## config.mk

```make
export PLATFORM = sky130hd
export DESIGN_NAME = vpc_dim_reg
export DESIGN_NICKNAME = d
export VERILOG_FILES = /design/src/rtl/vpc_dim_reg.sv
export SDC_FILE = /design/constraint.sdc
export NUM_CORES = 1
export LEC_CHECK = 0
export BUFFER_PORTS_ARGS = -buffer_cell sky130_fd_sc_hd__buf_4
export CAP_MARGIN = 20
export CELL_PAD_IN_SITES_DETAIL_PLACEMENT = 1
export CELL_PAD_IN_SITES_GLOBAL_PLACEMENT = 1
export CORE_AREA = 2 2 165 167
export DETAILED_ROUTE_END_ITERATION = 12
export DIE_AREA = 0 0 167 169
export GPL_TIMING_DRIVEN = 0
export PLACE_DENSITY_LB_ADDON = 0.1
export SETUP_SLACK_MARGIN = 0.2
export SYNTH_ARGS = -nofsm -noshare
export SYNTH_HDL_FRONTEND = slang
export SYNTH_SLANG_ARGS = --single-unit
```

## constraint.sdc

```tcl
create_clock -name clk -period 7.33 [get_ports clk]
set_clock_uncertainty 0.05 [all_clocks]
set_input_delay 1.0995 -clock clk [delete_from_list [all_inputs] [get_ports clk]]
set_output_delay 1.0995 -clock clk [all_outputs]
set_load 0.005 [all_outputs]
```

## src/rtl/vpc_dim_reg.sv

```systemverilog
// Captures width and height from control packets and holds the expected
// pixel count. Only a control packet with two or more payload beats
// updates the size; shorter ones are reported as malformed.
module vpc_dim_reg #(
    parameter int DIM_W = 16,
    parameter int CNT_W = 33
) (
    input  logic             clk,
    input  logic             rst_n,
    input  logic             beat,
    input  logic             eop,
    input  logic             hdr_now,
    input  logic             is_ctrl,
    input  logic [CNT_W-1:0] pay_idx,
    input  logic [DIM_W-1:0] field,
    output logic             exp_known,
    output logic [CNT_W-1:0] exp_len,
    output logic             bad_ctrl
);
    localparam int PAD = CNT_W - DIM_W;

    logic [DIM_W-1:0] wid_q, hgt_q, hgt_use;
    logic             known_q;
    logic [CNT_W-1:0] len_q;
    logic             ctl_pay, good_end;

    // Classify the current control beat
    always_comb begin
        ctl_pay  = beat && is_ctrl && !hdr_now;
        good_end = ctl_pay && eop && (pay_idx != '0);
        bad_ctrl = beat && is_ctrl && eop && (hdr_now || pay_idx == '0);
        hgt_use  = (pay_idx == CNT_W'(1)) ? field : hgt_q;
    end

    // Field capture and expected size update
    always_ff @(posedge clk) begin
        if (!rst_n) begin
            wid_q   <= '0;
            hgt_q   <= '0;
            known_q <= 1'b0;
            len_q   <= '0;
        end else begin
            if (ctl_pay && pay_idx == '0)        wid_q <= field;
            if (ctl_pay && pay_idx == CNT_W'(1)) hgt_q <= field;
            if (good_end) begin
                known_q <= 1'b1;
                len_q   <= {{PAD{1'b0}}, wid_q} * {{PAD{1'b0}}, hgt_use};
            end
        end
    end

    assign exp_known = known_q;
    assign exp_len   = len_q;

    a_r5_bad_keeps_size: assert property (@(posedge clk) disable iff (!rst_n)
        bad_ctrl |=> ($stable(len_q) && $stable(known_q)));
endmodule

```

==> results.sh <==
export IMPL_status="finished with violations"
export IMPL_violations="setup timing"
export IMPL_diodes=0
export IMPL_wire_per_inst_um=21.77
export IMPL_cp_common_cell="fa_1"
export IMPL_io_buffers=88
export IMPL_synth_seq_area_share_pct=11.37
export IMPL_drc=0
export IMPL_yosys_top_cells_count="inv_1, nand2_1, fa_1"
export IMPL_drtIter0Drc=403
export IMPL_end_kind="flip-flop"
export IMPL_clock_sinks=65
export IMPL_yosys_area_top_type="fa_1"
export IMPL_die_y_um=169
export IMPL_fill_cells=3061
export IMPL_fin_crit_sh_pct=107.5
export IMPL_hold_end="hgt_q[10]"
export IMPL_fin_util_pct=56.75
export IMPL_vdd_drop_max_mv=0.1172
export IMPL_worst_skew_pair_late_latency_ns=0.35
export IMPL_hold_path_class="flip-flop to flip-flop"
export IMPL_syn_nets=1664
export IMPL_path_class="input port to flip-flop"
export IMPL_num_vias=9959
export IMPL_dp_hpwl_mm=30.01
export IMPL_areaGrowthSynthToFinish_pct=31.39
export IMPL_cp_required_ns=7.58
export IMPL_die_area_um2=28220
export IMPL_timing_reg2reg_setup_slack_ns=0.65
export IMPL_maxSlewHeadroom_pct=44.64
export IMPL_ioPinCount=90
export IMPL_finalMaxSlewViolations=0
export IMPL_crit_path_start_kind="input port"
export IMPL_grt_first_pass_wirelength_mm=60.46
export IMPL_drive_above_1_share_pct=28.24
export IMPL_synth_cell_types=70
export IMPL_cts_reportedPaths_clkPinSlew_ns=0.07
export IMPL_clk_path_buf_depth=2
export IMPL_yosysWarnings=0
export IMPL_rsz0062_at_grt="yes"
export IMPL_htree_levels=3
export IMPL_synthFlopType="dfxtp_1"
export IMPL_yosysMostFrequentCell="inv_1"
export IMPL_gp_congestion=0.8421
export IMPL_slowest_stage="fa_2"
export IMPL_power_density_nw_per_um2=60.22
export IMPL_start_util_pct=43.19
export IMPL_layout_setup_ws_ns=-0.5512
export IMPL_finalNetCount=1860
export IMPL_antenna_found_initial=0
export IMPL_drtPass1Iterations=5
export IMPL_grtUsageTotal_pct=27.93
export IMPL_synth_edf_count=0
export IMPL_row_count=60
export IMPL_reg2reg_from="wid_q[8]"
export IMPL_maxCapViolations=0
export IMPL_finalWirelength_mm=40.34
export IMPL_die_width_um=167
export IMPL_cts_tree="built"
export IMPL_synth_async_reset_ratio_pct=0
export IMPL_leakage_nw=7.299
export IMPL_grt_pass1_vias=10940
export IMPL_worst_pin_slew_ns=0.8305
export IMPL_ys_seq_elements=65
export IMPL_vias_per_cell=5.375
export IMPL_synthCells=1311
export IMPL_worst_r2r_path_depth=20
export IMPL_grt_ovfl_total=0
export IMPL_yosys_top_cells_area="fa_1, dfxtp_1, ha_1, inv_1, nand2_1"
export IMPL_cp_slowest_stage_delay_ns=0.59
export IMPL_fmax_ghz=0.1269
export IMPL_numCtsBuffers=9
export IMPL_antenna_left=0
export IMPL_hold_start="hgt_q[10]"
export IMPL_min_period_ns=7.881
export IMPL_finalSetupViolations=21
export IMPL_cp_data_arrival_time_ns=8.13
export IMPL_rr_endpoint="exp_len[26]"
export IMPL_fin_setup_tns_ns=-7.403
export IMPL_crit_path_max_fanout=5
export IMPL_syn_area_per_cell_um2=8.731
export IMPL_yosysTopAreaCellShare_pct=33.93
export IMPL_synth_area_um2=11450
export IMPL_cts_root_buf="clkbuf_16"
export IMPL_grt_max_degree=14
export IMPL_finalHoldViolations=0
export IMPL_min_path_cells=2
export IMPL_core_um2=26500
export IMPL_crit_path_start="pay_idx[21]"
-- metrics by stage --
step                total power (W)  cells  area, um2  setup WS (ns)  hold WS (ns)
floorplan                 0.0003759   1311      11730        -0.2369        0.3838
global placement          0.0004105   1740      12820         -1.130        0.3903
detailed placement        0.0004114   1740      12820         -1.227        0.3975
CTS                       0.0009061   1817      14280        -0.4652        0.4052
global route              0.0009294   1853      15040        -0.6429        0.4239
finish                    0.0009056   1853      15040        -0.5512        0.4039
-- power by group --
part	total [W]	switching [W]	internal [W]
logic	0.0000545	0.0000274	0.0000271
clock network	0.000497	0.000195	0.000302
registers	0.000354	0.000000466	0.000354
total	0.000906	0.000223	0.000683
-- cell usage in the layout, fill, tap and decap left out, types with 30 or more instances in the layout --
cell,instances
inv_1,207
nand2_1,202
fa_1,174
buf_4,142
ha_1,89
and2_1,81
dfxtp_1,65
buf_6,43
a21oi_1,43
inv_2,35
nor2_1,30
-- routing by layer --
layer  vias to the layer above  track usage [%]  share of wire [%]
met5                         -                0                  0
met4                         0            8.696                2.6
met3                        62            3.718                4.1
li1                       4470                -                  -
met1                      5162            35.61                 41
met2                       265            49.33                 52
-- repair_timing --
action                     in CTS  in global routing
pin swaps                      83                105
setup endpoints to repair      23                 23
gates resized for setup       131                110
gates cloned                    2                  2
setup buffers                  59                 34
hold buffers                    0                  0
-- worst max-delay path: cells and delay by family --
family | cells | cell delay, ns
buf+inv | 10 | 1.01
fa+ha+maj | 7 | 3.24
mux | 1 | 0.38
simple gates | 6 | 1.29
compound gates | 5 | 1.09
-- cell families after synthesis --
logic type	share of synthesized area, %
AOI/OAI and AO/OA	7.991
xor gates and xnor gates	1.530
adders and majority gates	45.30
buffers and inverters	11.15
DFF	11.37
muxes	3.498
other	0.03276
and+or+nand+nor	19.13
-- cell type report --
type,count,area (um2),area share [%]
Buffer,62,484.2,3.220
Clock buffer,9,225.2,1.498
Clock inverter,7,101.3,0.6739
Inverter,243,912.1,6.065
Multi-Input combinational cell,941,9876,65.67
Sequential cell,65,1301,8.652
Tap cell,341,426.7,2.837
Timing Repair Buffer,185,1713,11.39
-- sequential cells by signal (all words and copies together) (netlist names) --
| name | cells |
|---|---|
| exp_len | 32 |
| hgt_q | 16 |
| wid_q | 16 |
| exp_known | 1 |
-- worst max-delay path by stage --
| stage | to | cells past startpoint | slack [ns] |
|---|---|---|---|
| after detailed placement | exp_len[30] | 28 | -1.23 |
| after global routing | exp_len[26] | 30 | -0.64 |
| after floorplan | exp_len[30] | 26 | -0.24 |
| after CTS | exp_len[30] | 29 | -0.47 |
| final | exp_len[26] | 29 | -0.55 |
| after global placement | exp_len[30] | 27 | -1.13 |
Note: power is estimated with default switching activity, not from simulation.
